<file path="src/rtl/aud_dma_pkg.sv">
package aud_dma_pkg;
  localparam int REG_W = 32;

  localparam logic [2:0] REG_CTRL    = 3'd0;
  localparam logic [2:0] REG_STAT    = 3'd1;
  localparam logic [2:0] REG_TX_ADDR = 3'd2;
  localparam logic [2:0] REG_TX_CNT  = 3'd3;
  localparam logic [2:0] REG_RX_ADDR = 3'd4;
  localparam logic [2:0] REG_RX_CNT  = 3'd5;
  localparam logic [2:0] REG_TX_LEFT = 3'd6;
  localparam logic [2:0] REG_RX_LEFT = 3'd7;

  typedef enum logic [1:0] {
    OWN_NONE = 2'd0,
    OWN_TX   = 2'd1,
    OWN_RX   = 2'd2
  } bus_owner_e;
endpackage

</file>
<file path="src/rtl/aud_dma_fifo.sv">
module aud_dma_fifo #(
  parameter int WIDTH = 32,
  parameter int DEPTH = 8
) (
  input  logic             clk,
  input  logic             rst,
  input  logic             push,
  input  logic [WIDTH-1:0] din,
  input  logic             pop,
  output logic [WIDTH-1:0] dout,
  output logic             empty,
  output logic             full
);
  localparam int AW = $clog2(DEPTH);

  logic [WIDTH-1:0] mem_q [DEPTH];
  logic [AW:0]      wr_p, rd_p;

  // storage without reset so it maps to distributed RAM
  always_ff @(posedge clk) begin
    if (push) mem_q[wr_p[AW-1:0]] <= din;
  end

  always_ff @(posedge clk) begin
    if (rst) begin
      wr_p <= '0;
      rd_p <= '0;
    end else begin
      if (push) wr_p <= wr_p + 1'b1;
      if (pop)  rd_p <= rd_p + 1'b1;
    end
  end

  assign dout  = mem_q[rd_p[AW-1:0]];
  assign empty = (wr_p == rd_p);
  assign full  = (wr_p[AW] != rd_p[AW]) && (wr_p[AW-1:0] == rd_p[AW-1:0]);

  // the capture side never writes into a full buffer
  a_r10_no_push_full: assert property (@(posedge clk) disable iff (rst)
    push |-> !full);
  a_r6_no_pop_empty: assert property (@(posedge clk) disable iff (rst)
    pop |-> !empty);
endmodule

</file>
<file path="src/rtl/aud_dma_arb.sv">
module aud_dma_arb
  import aud_dma_pkg::*;
#(
  parameter int ADDR_W = 32,
  parameter int DATA_W = 32
) (
  input  logic              clk,
  input  logic              rst,
  input  logic              tx_req,
  input  logic [ADDR_W-1:0] tx_addr,
  output logic              tx_ack,
  input  logic              rx_req,
  input  logic [ADDR_W-1:0] rx_addr,
  input  logic [DATA_W-1:0] rx_wdata,
  output logic              rx_ack,
  output logic              mem_req,
  output logic              mem_we,
  output logic [ADDR_W-1:0] mem_addr,
  output logic [DATA_W-1:0] mem_wdata,
  input  logic              mem_ack
);
  bus_owner_e own_q;

  always_ff @(posedge clk) begin
    if (rst) begin
      own_q     <= OWN_NONE;
      mem_req   <= 1'b0;
      mem_we    <= 1'b0;
      mem_addr  <= '0;
      mem_wdata <= '0;
    end else if (own_q == OWN_NONE) begin
      // capture first: its FIFO is the side that can fill up
      if (rx_req) begin
        own_q     <= OWN_RX;
        mem_req   <= 1'b1;
        mem_we    <= 1'b1;
        mem_addr  <= rx_addr;
        mem_wdata <= rx_wdata;
      end else if (tx_req) begin
        own_q     <= OWN_TX;
        mem_req   <= 1'b1;
        mem_we    <= 1'b0;
        mem_addr  <= tx_addr;
        mem_wdata <= '0;
      end
    end else if (mem_ack) begin
      own_q   <= OWN_NONE;
      mem_req <= 1'b0;
    end
  end

  assign tx_ack = mem_ack && (own_q == OWN_TX);
  assign rx_ack = mem_ack && (own_q == OWN_RX);

  // a bus cycle once started is never abandoned or altered
  a_r5_bus_hold: assert property (@(posedge clk) disable iff (rst)
    mem_req && !mem_ack |=> mem_req && $stable(mem_addr) && $stable(mem_we));
endmodule

</file>
<file path="src/rtl/aud_dma_txch.sv">
module aud_dma_txch #(
  parameter int ADDR_W = 32,
  parameter int CNT_W  = 16,
  parameter int DATA_W = 32
) (
  input  logic              clk,
  input  logic              rst,
  input  logic              start,
  input  logic              stop,
  input  logic [ADDR_W-1:0] cfg_addr,
  input  logic [CNT_W-1:0]  cfg_cnt,
  output logic              bus_req,
  output logic [ADDR_W-1:0] bus_addr,
  input  logic              bus_ack,
  input  logic [DATA_W-1:0] bus_rdata,
  output logic              out_valid,
  output logic [DATA_W-1:0] out_data,
  input  logic              out_ready,
  output logic              en,
  output logic              stop_pend,
  output logic [CNT_W-1:0]  left,
  output logic              term_p,
  output logic              done_p
);
  localparam int STEP = DATA_W / 8;

  logic stop_now, fin_now;

  assign stop_now = stop_pend && (!bus_req || bus_ack);
  assign fin_now  = en && !stop_pend && !bus_req && (left == '0) &&
                    (!out_valid || out_ready);

  always_ff @(posedge clk) begin
    if (rst) begin
      en        <= 1'b0;
      stop_pend <= 1'b0;
      bus_req   <= 1'b0;
      bus_addr  <= '0;
      left      <= '0;
      out_valid <= 1'b0;
      out_data  <= '0;
      term_p    <= 1'b0;
      done_p    <= 1'b0;
    end else begin
      term_p <= 1'b0;
      done_p <= 1'b0;
      if (!en) begin
        if (start && !stop_pend) begin
          en       <= 1'b1;
          bus_addr <= cfg_addr;
          left     <= cfg_cnt;
        end
      end else begin
        if (stop && !stop_pend) stop_pend <= 1'b1;
        if (bus_req && bus_ack) begin
          bus_req   <= 1'b0;
          bus_addr  <= bus_addr + ADDR_W'(STEP);
          left      <= left - CNT_W'(STEP);
          out_data  <= bus_rdata;
          out_valid <= !stop_pend;
        end
        if (out_valid && out_ready) out_valid <= 1'b0;
        if (!stop_pend && !bus_req && !out_valid && (left != '0))
          bus_req <= 1'b1;
        if (stop_now) begin
          stop_pend <= 1'b0;
          en        <= 1'b0;
          out_valid <= 1'b0;
          term_p    <= 1'b1;
        end else if (fin_now) begin
          en     <= 1'b0;
          done_p <= 1'b1;
        end
      end
    end
  end

  // the stop stays pending while the read has not been acknowledged
  a_r5_stop_waits_ack: assert property (@(posedge clk) disable iff (rst)
    stop_pend && bus_req && !bus_ack |=> stop_pend);
  // each acknowledged read takes one word off the remaining count
  a_r4_left_step: assert property (@(posedge clk) disable iff (rst)
    bus_req && bus_ack |=> left == $past(left) - CNT_W'(STEP));
endmodule

</file>
<file path="src/rtl/aud_dma_rxch.sv">
module aud_dma_rxch #(
  parameter int ADDR_W     = 32,
  parameter int CNT_W      = 16,
  parameter int DATA_W     = 32,
  parameter int FIFO_DEPTH = 8
) (
  input  logic              clk,
  input  logic              rst,
  input  logic              start,
  input  logic              stop,
  input  logic [ADDR_W-1:0] cfg_addr,
  input  logic [CNT_W-1:0]  cfg_cnt,
  output logic              bus_req,
  output logic [ADDR_W-1:0] bus_addr,
  output logic [DATA_W-1:0] bus_wdata,
  input  logic              bus_ack,
  input  logic              in_valid,
  input  logic [DATA_W-1:0] in_data,
  output logic              in_ready,
  output logic              en,
  output logic              stop_pend,
  output logic [CNT_W-1:0]  left,
  output logic              term_p,
  output logic              done_p
);
  localparam int STEP = DATA_W / 8;

  logic [CNT_W-1:0] cap_q;
  logic             f_empty, f_full, push, pop, stop_now, fin_now;

  assign in_ready = en && !stop_pend && !f_full && (cap_q != '0);
  assign push     = in_valid && in_ready;
  assign pop      = bus_req && bus_ack;
  assign stop_now = stop_pend && !bus_req && f_empty;
  assign fin_now  = en && !stop_pend && !bus_req && (left == '0);

  aud_dma_fifo #(.WIDTH(DATA_W), .DEPTH(FIFO_DEPTH)) u_fifo (
    .clk   (clk),
    .rst   (rst),
    .push  (push),
    .din   (in_data),
    .pop   (pop),
    .dout  (bus_wdata),
    .empty (f_empty),
    .full  (f_full)
  );

  always_ff @(posedge clk) begin
    if (rst) begin
      en        <= 1'b0;
      stop_pend <= 1'b0;
      bus_req   <= 1'b0;
      bus_addr  <= '0;
      left      <= '0;
      cap_q     <= '0;
      term_p    <= 1'b0;
      done_p    <= 1'b0;
    end else begin
      term_p <= 1'b0;
      done_p <= 1'b0;
      if (!en) begin
        if (start && !stop_pend) begin
          en       <= 1'b1;
          bus_addr <= cfg_addr;
          left     <= cfg_cnt;
          cap_q    <= cfg_cnt;
        end
      end else begin
        if (stop && !stop_pend) stop_pend <= 1'b1;
        if (push) cap_q <= cap_q - CNT_W'(STEP);
        if (pop) begin
          bus_req  <= 1'b0;
          bus_addr <= bus_addr + ADDR_W'(STEP);
          left     <= left - CNT_W'(STEP);
        end
        if (!bus_req && !f_empty) bus_req <= 1'b1;
        if (stop_now) begin
          stop_pend <= 1'b0;
          en        <= 1'b0;
          term_p    <= 1'b1;
        end else if (fin_now) begin
          en     <= 1'b0;
          done_p <= 1'b1;
        end
      end
    end
  end

  // a capture stop only completes on an empty FIFO
  a_r6_drained: assert property (@(posedge clk) disable iff (rst)
    $fell(stop_pend) |-> f_empty);
  // never more words captured than remain to be written
  a_r3_cap_le_left: assert property (@(posedge clk) disable iff (rst)
    en |-> cap_q <= left);
endmodule

</file>
<file path="src/rtl/aud_dma.sv">
module aud_dma
  import aud_dma_pkg::*;
#(
  parameter int ADDR_W     = 32,
  parameter int CNT_W      = 16,
  parameter int DATA_W     = 32,
  parameter int FIFO_DEPTH = 8
) (
  input  logic              clk,
  input  logic              rst,
  input  logic              cfg_we,
  input  logic [2:0]        cfg_addr,
  input  logic [REG_W-1:0]  cfg_wdata,
  output logic [REG_W-1:0]  cfg_rdata,
  output logic              mem_req,
  output logic              mem_we,
  output logic [ADDR_W-1:0] mem_addr,
  output logic [DATA_W-1:0] mem_wdata,
  input  logic              mem_ack,
  input  logic [DATA_W-1:0] mem_rdata,
  output logic              tx_valid,
  output logic [DATA_W-1:0] tx_data,
  input  logic              tx_ready,
  input  logic              rx_valid,
  input  logic [DATA_W-1:0] rx_data,
  output logic              rx_ready,
  output logic              irq
);
  localparam int STEP = DATA_W / 8;

  logic [ADDR_W-1:0] tx_addr_q, rx_addr_q, tx_bus_addr, rx_bus_addr;
  logic [CNT_W-1:0]  tx_cnt_q, rx_cnt_q, tx_left, rx_left;
  logic [DATA_W-1:0] rx_bus_wdata;
  logic [1:0]        ien_q;
  logic [3:0]        sts_q, sts_clr;
  logic              wr_ctrl, tx_start, rx_start, tx_stop, rx_stop;
  logic              tx_en, rx_en, tx_stop_pend, rx_stop_pend;
  logic              tx_term_p, rx_term_p, tx_done_p, rx_done_p;
  logic              tx_bus_req, rx_bus_req, tx_bus_ack, rx_bus_ack;
  logic [REG_W-1:0]  rdata_d;

  assign wr_ctrl  = cfg_we && (cfg_addr == REG_CTRL);
  assign tx_start = wr_ctrl && cfg_wdata[0];
  assign rx_start = wr_ctrl && cfg_wdata[1];
  assign tx_stop  = wr_ctrl && cfg_wdata[2];
  assign rx_stop  = wr_ctrl && cfg_wdata[3];
  assign sts_clr  = (cfg_we && (cfg_addr == REG_STAT)) ? cfg_wdata[3:0] : 4'b0;

  always_ff @(posedge clk) begin
    if (rst) begin
      ien_q     <= '0;
      sts_q     <= '0;
      tx_addr_q <= '0;
      rx_addr_q <= '0;
      tx_cnt_q  <= '0;
      rx_cnt_q  <= '0;
      irq       <= 1'b0;
    end else begin
      if (wr_ctrl) ien_q <= cfg_wdata[5:4];
      if (cfg_we) begin
        case (cfg_addr)
          REG_TX_ADDR: tx_addr_q <= cfg_wdata[ADDR_W-1:0] & ~ADDR_W'(STEP - 1);
          REG_TX_CNT:  tx_cnt_q  <= cfg_wdata[CNT_W-1:0] & ~CNT_W'(STEP - 1);
          REG_RX_ADDR: rx_addr_q <= cfg_wdata[ADDR_W-1:0] & ~ADDR_W'(STEP - 1);
          REG_RX_CNT:  rx_cnt_q  <= cfg_wdata[CNT_W-1:0] & ~CNT_W'(STEP - 1);
          default: ;
        endcase
      end
      // a new event wins over a clear written in the same cycle
      sts_q <= (sts_q & ~sts_clr) | {rx_done_p, tx_done_p, rx_term_p, tx_term_p};
      irq   <= |(sts_q[1:0] & ien_q);
    end
  end

  always_comb begin
    case (cfg_addr)
      REG_CTRL:    rdata_d = REG_W'({ien_q, rx_stop_pend, tx_stop_pend, rx_en, tx_en});
      REG_STAT:    rdata_d = REG_W'(sts_q);
      REG_TX_ADDR: rdata_d = REG_W'(tx_addr_q);
      REG_TX_CNT:  rdata_d = REG_W'(tx_cnt_q);
      REG_RX_ADDR: rdata_d = REG_W'(rx_addr_q);
      REG_RX_CNT:  rdata_d = REG_W'(rx_cnt_q);
      REG_TX_LEFT: rdata_d = REG_W'(tx_left);
      default:     rdata_d = REG_W'(rx_left);
    endcase
  end

  always_ff @(posedge clk) begin
    if (rst) cfg_rdata <= '0;
    else     cfg_rdata <= rdata_d;
  end

  aud_dma_txch #(.ADDR_W(ADDR_W), .CNT_W(CNT_W), .DATA_W(DATA_W)) u_tx (
    .clk       (clk),
    .rst       (rst),
    .start     (tx_start),
    .stop      (tx_stop),
    .cfg_addr  (tx_addr_q),
    .cfg_cnt   (tx_cnt_q),
    .bus_req   (tx_bus_req),
    .bus_addr  (tx_bus_addr),
    .bus_ack   (tx_bus_ack),
    .bus_rdata (mem_rdata),
    .out_valid (tx_valid),
    .out_data  (tx_data),
    .out_ready (tx_ready),
    .en        (tx_en),
    .stop_pend (tx_stop_pend),
    .left      (tx_left),
    .term_p    (tx_term_p),
    .done_p    (tx_done_p)
  );

  aud_dma_rxch #(.ADDR_W(ADDR_W), .CNT_W(CNT_W), .DATA_W(DATA_W),
                 .FIFO_DEPTH(FIFO_DEPTH)) u_rx (
    .clk       (clk),
    .rst       (rst),
    .start     (rx_start),
    .stop      (rx_stop),
    .cfg_addr  (rx_addr_q),
    .cfg_cnt   (rx_cnt_q),
    .bus_req   (rx_bus_req),
    .bus_addr  (rx_bus_addr),
    .bus_wdata (rx_bus_wdata),
    .bus_ack   (rx_bus_ack),
    .in_valid  (rx_valid),
    .in_data   (rx_data),
    .in_ready  (rx_ready),
    .en        (rx_en),
    .stop_pend (rx_stop_pend),
    .left      (rx_left),
    .term_p    (rx_term_p),
    .done_p    (rx_done_p)
  );

  aud_dma_arb #(.ADDR_W(ADDR_W), .DATA_W(DATA_W)) u_arb (
    .clk       (clk),
    .rst       (rst),
    .tx_req    (tx_bus_req),
    .tx_addr   (tx_bus_addr),
    .tx_ack    (tx_bus_ack),
    .rx_req    (rx_bus_req),
    .rx_addr   (rx_bus_addr),
    .rx_wdata  (rx_bus_wdata),
    .rx_ack    (rx_bus_ack),
    .mem_req   (mem_req),
    .mem_we    (mem_we),
    .mem_addr  (mem_addr),
    .mem_wdata (mem_wdata),
    .mem_ack   (mem_ack)
  );

  // a channel never starts while its stop is still pending
  a_r7_start_gated: assert property (@(posedge clk) disable iff (rst)
    $rose(tx_en) |-> !$past(tx_stop_pend));
  a_r7_start_gated_rx: assert property (@(posedge clk) disable iff (rst)
    $rose(rx_en) |-> !$past(rx_stop_pend));
  // stop status appears only after the stop bit has cleared
  a_r8_term_late: assert property (@(posedge clk) disable iff (rst)
    $rose(sts_q[1]) |-> !rx_stop_pend);
  a_r8_term_late_tx: assert property (@(posedge clk) disable iff (rst)
    $rose(sts_q[0]) |-> !tx_stop_pend);
endmodule

</file>
<file path="config.mk">
export PLATFORM = sky130hd
export DESIGN_NAME = aud_dma
export DESIGN_NICKNAME = d
export VERILOG_FILES = /design/src/rtl/aud_dma_pkg.sv /design/src/rtl/aud_dma_fifo.sv /design/src/rtl/aud_dma_arb.sv /design/src/rtl/aud_dma_txch.sv /design/src/rtl/aud_dma_rxch.sv /design/src/rtl/aud_dma.sv
export SDC_FILE = /design/constraint.sdc
export NUM_CORES = 1
export LEC_CHECK = 0
export ABC_CLOCK_PERIOD_IN_PS = 8950
export BUFFER_PORTS_ARGS = -buffer_cell sky130_fd_sc_hd__buf_2
export CORE_UTILIZATION = 50
export CTS_CLUSTER_DIAMETER = 80
export DETAILED_ROUTE_END_ITERATION = 8
export HOLD_SLACK_MARGIN = 0.03
export PLACE_DENSITY = 0.68
export SKIP_LAST_GASP = 1
export SLEW_MARGIN = 10
export SYNTH_ARGS = -nofsm -noshare
export SYNTH_HDL_FRONTEND = slang
export SYNTH_SLANG_ARGS = --single-unit
export TNS_END_PERCENT = 100
</file>
<file path="constraint.sdc">
create_clock -name clk -period 8.95 [get_ports clk]
set_clock_uncertainty 0.05 [all_clocks]
set_input_delay 0.895 -clock clk [delete_from_list [all_inputs] [get_ports clk]]
set_output_delay 0.895 -clock clk [all_outputs]
set_load 0.01 [all_outputs]
</file>
# [Word level (Yosys, flattened, before mapping)]
# Memory sizes are Yosys's and may differ from the RTL's. A register that Yosys moved wholly into a read port is not among the register bits.
# Index checks and enable logic that the tools add are counted.
[op_classes] add_sub_neg=7 eq_ne=15 muxes=57 bitwise=6 n_reduce_logical=77
[op_table] op="$mux W32" count=10
[op_table] op="$pmux W32 S7" count=1
[op_table] op="$mux W16" count=8
[op_table] op="$add A32 B3 Y32 const B" count=2
[op_table] op="$sub A16 B3 Y16 const B" count=3
[op_table] op="$logic_and A1 B1 Y1" count=33
[op_table] op="$logic_not A16 Y1" count=2
[op_table] op="$reduce_bool A16 Y1" count=2
[op_table] op="$mux W1" count=31
[op_table] op="$reduce_and A2 Y1" count=15
[op_table] op="$reduce_bool A2 Y1" count=8
[op_table] op="$eq A3 B3 Y1 const B" count=3
[op_table] op="$add A4 B1 Y4 const B" count=2
[op_table] op="$mux W2" count=4
[op_table] op="$logic_not A1 Y1" count=7
[op_table] op="$eq A3 B2 Y1 const B" count=2
[op_table] op="$mux W3" count=2
[op_table] op="$ne A2 B2 Y1 const B" count=3
[op_table] op="$reduce_or A2 Y1" count=3
[op_table] op="$reduce_or A3 Y1" count=2
[op_table] op="$and A4 B4 Y4" count=1
[op_table] op="$eq A4 B4 Y1" count=1
[op_table] op="$mux W4" count=1
[op_table] op="$not A4 Y4" count=1
[op_table] op="13 further kinds" count=15
[totals] reg_bits=358 ramBits=256 inputBits=105 output_inout_bits=133 mem_count=1
[memory_table] name="u_rx.u_fifo.mem_q" words=8 word_bits=32 read_ports=1 rd_ports_with_merged_regs=1 write_ports=1 line="aud_dma_fifo.sv:16" text="logic [WIDTH-1:0] mem_q [DEPTH];"

# [Longest topological paths before layout]
[logic_depth] depth_word=8 mapped_depth=9 depth_no_buf=7

# [Modules after synthesis]
# Synthesis repeated with hierarchy kept, for this count alone.
[hier_totals] cells_unflattened=2510 area_unflattened_um2=26855.8
[modules_own_cells] mod="aud_dma_fifo" n_inst=1 cells_per_inst=427 area_each_um2=10256.1
[modules_own_cells] mod="aud_dma" n_inst=1 cells_per_inst=647 area_each_um2=5256.3
[modules_own_cells] mod="aud_dma_txch" n_inst=1 cells_per_inst=579 area_each_um2=4389.2
[modules_own_cells] mod="aud_dma_rxch" n_inst=1 cells_per_inst=541 area_each_um2=4071.4
[modules_own_cells] mod="aud_dma_arb" n_inst=1 cells_per_inst=316 area_each_um2=2882.8

# [Worst setup path after synthesis]
# Ideal clock, no wire load.
[synth_path] path_kind="register to register" start="register u_rx.cap_q[2]" end="memory u_rx.u_fifo.mem_q[1][0], enable pin" setup_ns=0.513 arrival_ns=4.814 required_time_ns=8.387 path_slack_ns=3.573 path_stages_with_launch=8 synth_period_minus_slack_ns=5.377 cell_sequence="dfxtp_1 -> inv_1 -> ha_1 -> nor3b_1 -> and2_1 -> a31oi_1 -> nand2_1 -> nor4b_1"
[synth_between] elab_chain_len=5
[synth_lines] element="start, declared" line="aud_dma_rxch.sv:28" text="logic [CNT_W-1:0] cap_q;"
[synth_lines] element="start signal, assigned" line="aud_dma_rxch.sv:66" text="cap_q <= cfg_cnt;"
[synth_lines] element="start signal, assigned" line="aud_dma_rxch.sv:70" text="if (push) cap_q <= cap_q - CNT_W'(STEP);"
[synth_lines] element="$reduce_bool A16 Y1" line="aud_dma_rxch.sv:31" text="assign in_ready = en && !stop_pend && !f_full && (cap_q != '0);"
[synth_lines] element="$logic_and A1 B1 Y1" line="aud_dma_rxch.sv:31"
[synth_lines] element="net rx_ready" line="aud_dma.sv:26" text="output logic rx_ready,"
[synth_lines] element="$logic_and A1 B1 Y1" line="aud_dma_rxch.sv:32" text="assign push = in_valid && in_ready;"
[synth_lines] element="$mux W1" line="aud_dma_fifo.sv:21" text="if (push) mem_q[wr_p[AW-1:0]] <= din;"
[synth_lines] element="$mux W1 (implied by the code)" line="aud_dma_fifo.sv:21"
[synth_lines] element="end, declared" line="aud_dma_fifo.sv:16"
# The timed path passes the listed nets, and every way through them passes these cells.

# [Final worst setup path]
[layout_path] start="register u_rx.cap_q[2]" end="output port rx_ready"
[layout_between] elab_chain_len=2
[layout_lines] element="$reduce_bool A16 Y1" line="aud_dma_rxch.sv:31"
[layout_lines] element="$logic_and A1 B1 Y1" line="aud_dma_rxch.sv:31"
[layout_lines] element="end, declared" line="aud_dma.sv:26"
# No other way between the ends.

==> results.ini <==
[grt]
grt_pass1_vias = 18854
track_usage = 0.2703
grt_max_degree = 90
grt-ovfl-total = 0
antenna_found_initial = 4
grt_pass1_wl_um = 110200

[routing]
viasPerCell = 6.053
vias = 19823
wl_um = 72180
wl_per_cell_um = 22.04
drc = 0
postRouteAntennaNets = 0
dr.pass1.iters = 6
drtIter0Drc = 2029

[placed_design]
routabilityCongestion = 0.9409
io_buffers = 235
dp_hpwl_um = 46360
place_inst = 3159

[die]
initial_core_util = 0.5087
io_pins = 238
fp.dieW_um = 228.4
die_h_um = 228.4
rows = 82
core_region_area_um2 = 50380
die_area_um2 = 52160

[synth]
yosysTopAreaCell = edfxtp_1
syn-mean-instance-area_um2 = 10.67
async_reset_ff_frac = 0
yosys-top-cells-area = edfxtp_1, dfxtp_1, mux4_2
synth-seq-cells = 605
ys_types = 79
synth_top_area_frac = 0.3000
synth_edf_count = 256
ys_warn_count = 0
ys_seq_area_frac = 0.5726
synth_area_um2 = 25630
synthCells = 2402
synth_ff_type = dfxtp_1

[cts]
clk_pin_slew_worst_paths_ps = 60
cts_inserted_buffers = 61
htree_levels = 2
clkLatencyLatePin_ps = 660
cts.sinks = 605
cts-resized-gates = 0
postCtsHoldBufs = 0
cts_tree = yes
cts_buffer_depth = 3
post_cts_buffers = 0
root_buffer = clkbuf_16

[setup_path]
critPathMaxStageDelay_ps = 680
worstRegToRegCells = 7
critPathLaunchType = flip-flop
crit_fanout = 7
crit_type = flip-flop to primary output
worstPathArrival_ps = 2600
required_ps = 8010
r2r-end = u_tx.bus_addr[19]
rrSetupSlack_ps = 5520
reg2reg_from = u_tx.en
end_kind = primary output
crit_path_cell_trace = inv_1 > ha_1 > nor3b_1 > and2_1 > a31oi_1 > buf_2
cp_slowest_cell = nor3b_1

[timing]
fin_crit_sh = 0.3957
worst_pin_slew_ps = 1262
relSlewSlack = 0.1588
drv_slew = 0
hold_viol_final = 0
finalSetupTns_ps = 0
post-route-min-period_ps = 3542
max_freq_mhz = 282.3
setup_viol = 0
rsz0062_at_grt = no

[worst_hold_path]
hp-class = flip-flop to flip-flop
hold_path_depth = 2
holdPathEnd = u_tx.out_data[19]
worstHoldStart = u_tx.out_data[19]

[cells_and_area]
regArea_um2 = 14680
finalNonFillerCells = 3275
nets = 2665
syn2layout_area_growth_pct = 14.14
num-fill-cells = 4220
multiInputGateArea_um2 = 10160
drive_gt1_frac = 0.1922

[power]
vdd_ir_drop_max_mv = 0.1679
power_density_nw_per_um2 = 191.8
leakagePower_nw = 9.900

[flow_run]
drv_cap = 0

[status]
status = finished, final reports clean

[per-layer routing]
layer,global-route usage,up-vias,wire [um]
li1,-,9127,-
met1,0.3575,9657,29730
met2,0.4454,868,34490
met3,0.04279,167,5294
met4,0.1072,4,2645
met5,0,-,30
[power breakdown]
group	switching [mW]	internal, mW
Clock	1.10	1.42
Sequential	0.0188	2.89
Combinational	0.131	0.0559
Total	1.25	4.36
[cell usage in the layout, fill, tap and decap left out, types with 18 or more instances in the layout]
cell       instances
nand2_1          388
dfxtp_1          344
edfxtp_1         256
buf_2            234
a21oi_1          215
nor2_1           193
o21ai_0           96
mux2i_1           76
a22oi_1           70
mux4_2            65
clkbuf_16         61
a211oi_1          51
nand3_1           41
mux2_2            38
buf_4             36
nor3_1            35
inv_1             28
nor2b_1           22
nor4_1            21
nand4_1           18
[metrics by stage]
| step | hold WS (ps) | util | setup slack, ps | area (um^2) | power (mW) |
|---|---|---|---|---|---|
| detailed placement | 384.2 | 0.5410 | 5212 | 27250 | 3.149 |
| finish | 404.1 | 0.5806 | 5408 | 29250 | 5.611 |
| global placement | 369.8 | 0.5410 | 5262 | 27250 | 3.144 |
| global route | 430.5 | 0.5806 | 5230 | 29250 | 5.765 |
| floorplan | 363.0 | - | 3573 | 25630 | 3.061 |
| CTS | 398.2 | 0.5804 | 5399 | 29240 | 5.646 |
[state kept, by name, indices dropped and copies added, names as in the netlist, 14 cells and up, named ones only]
register / count
u_rx.u_fifo.mem_q: 256
cfg_rdata: 32
u_arb.mem_wdata: 32
u_tx.out_data: 32
rx_addr_q: 30
tx_addr_q: 30
u_arb.mem_addr: 30
u_rx.bus_addr: 30
u_tx.bus_addr: 30
rx_cnt_q: 14
tx_cnt_q: 14
u_rx.cap_q: 14
u_rx.left: 14
u_tx.left: 14
[synthesized netlist by cell type (all sizes together), types with 17 or more instances]
master  number
nand2      389
dfxtp      349
edfxtp     256
a21oi      215
nor2       195
clkbuf     146
o21ai       98
mux2i       76
a22oi       70
mux4        65
a211oi      51
nand3       42
buf         41
mux2        38
nor3        38
inv         29
nor2b       22
nor4        22
nand4       19
and3        17
[worst max path at each step]
stage | end | from | slack (ps) | cells after the start
global route | rx_ready | u_rx.cap_q[2] | 5230 | 6
CTS | rx_ready | u_rx.cap_q[2] | 5400 | 6
floorplan | u_rx.u_fifo.mem_q[1][0] | u_rx.cap_q[2] | 3570 | 7
detailed placement | cfg_rdata[27] | rst | 5210 | 5
global placement | cfg_rdata[16] | rst | 5260 | 5
finish | rx_ready | u_rx.cap_q[2] | 5410 | 6
[worst max-delay path, delay by kind of cell, from the launching register on]
| kind | cells | cell delay, ps |
|---|---|---|
| AO/OA/AOI/OAI | 1 | 130 |
| buffers and inverters | 2 | 360 |
| AND/OR/NAND/NOR | 2 | 940 |
| adder cells (fa/ha/maj) | 1 | 200 |
| flip-flops | 1 | 320 |
[area by class of cell]
type | instances | area share
repair buffers | 271 | 0.04979
inverters | 30 | 0.003850
clock buffers | 86 | 0.05848
clock inverters | 28 | 0.009497
well taps | 672 | 0.02875
diodes | 2 | 0.0001711
multi-input cells | 1581 | 0.3474
flip-flops and latches | 605 | 0.5020
[kinds of logic (layout without fill, tap and decap cells)]
family                     Yosys count  after routing  share of synthesized area
DFF                                605            605                     0.5726
xor gates and xnor gates            10             10                   0.003418
adders and majority gates           10             10                   0.004883
buffers and inverters              217            415                    0.03345
muxes                              179            179                     0.1035
and+or+nand+nor                    817            817                     0.1443
AOI/OAI and AO/OA                  563            563                     0.1376
other                                1              4                  0.0001463
No activity file was read; power rests on OpenSTA's default activity.
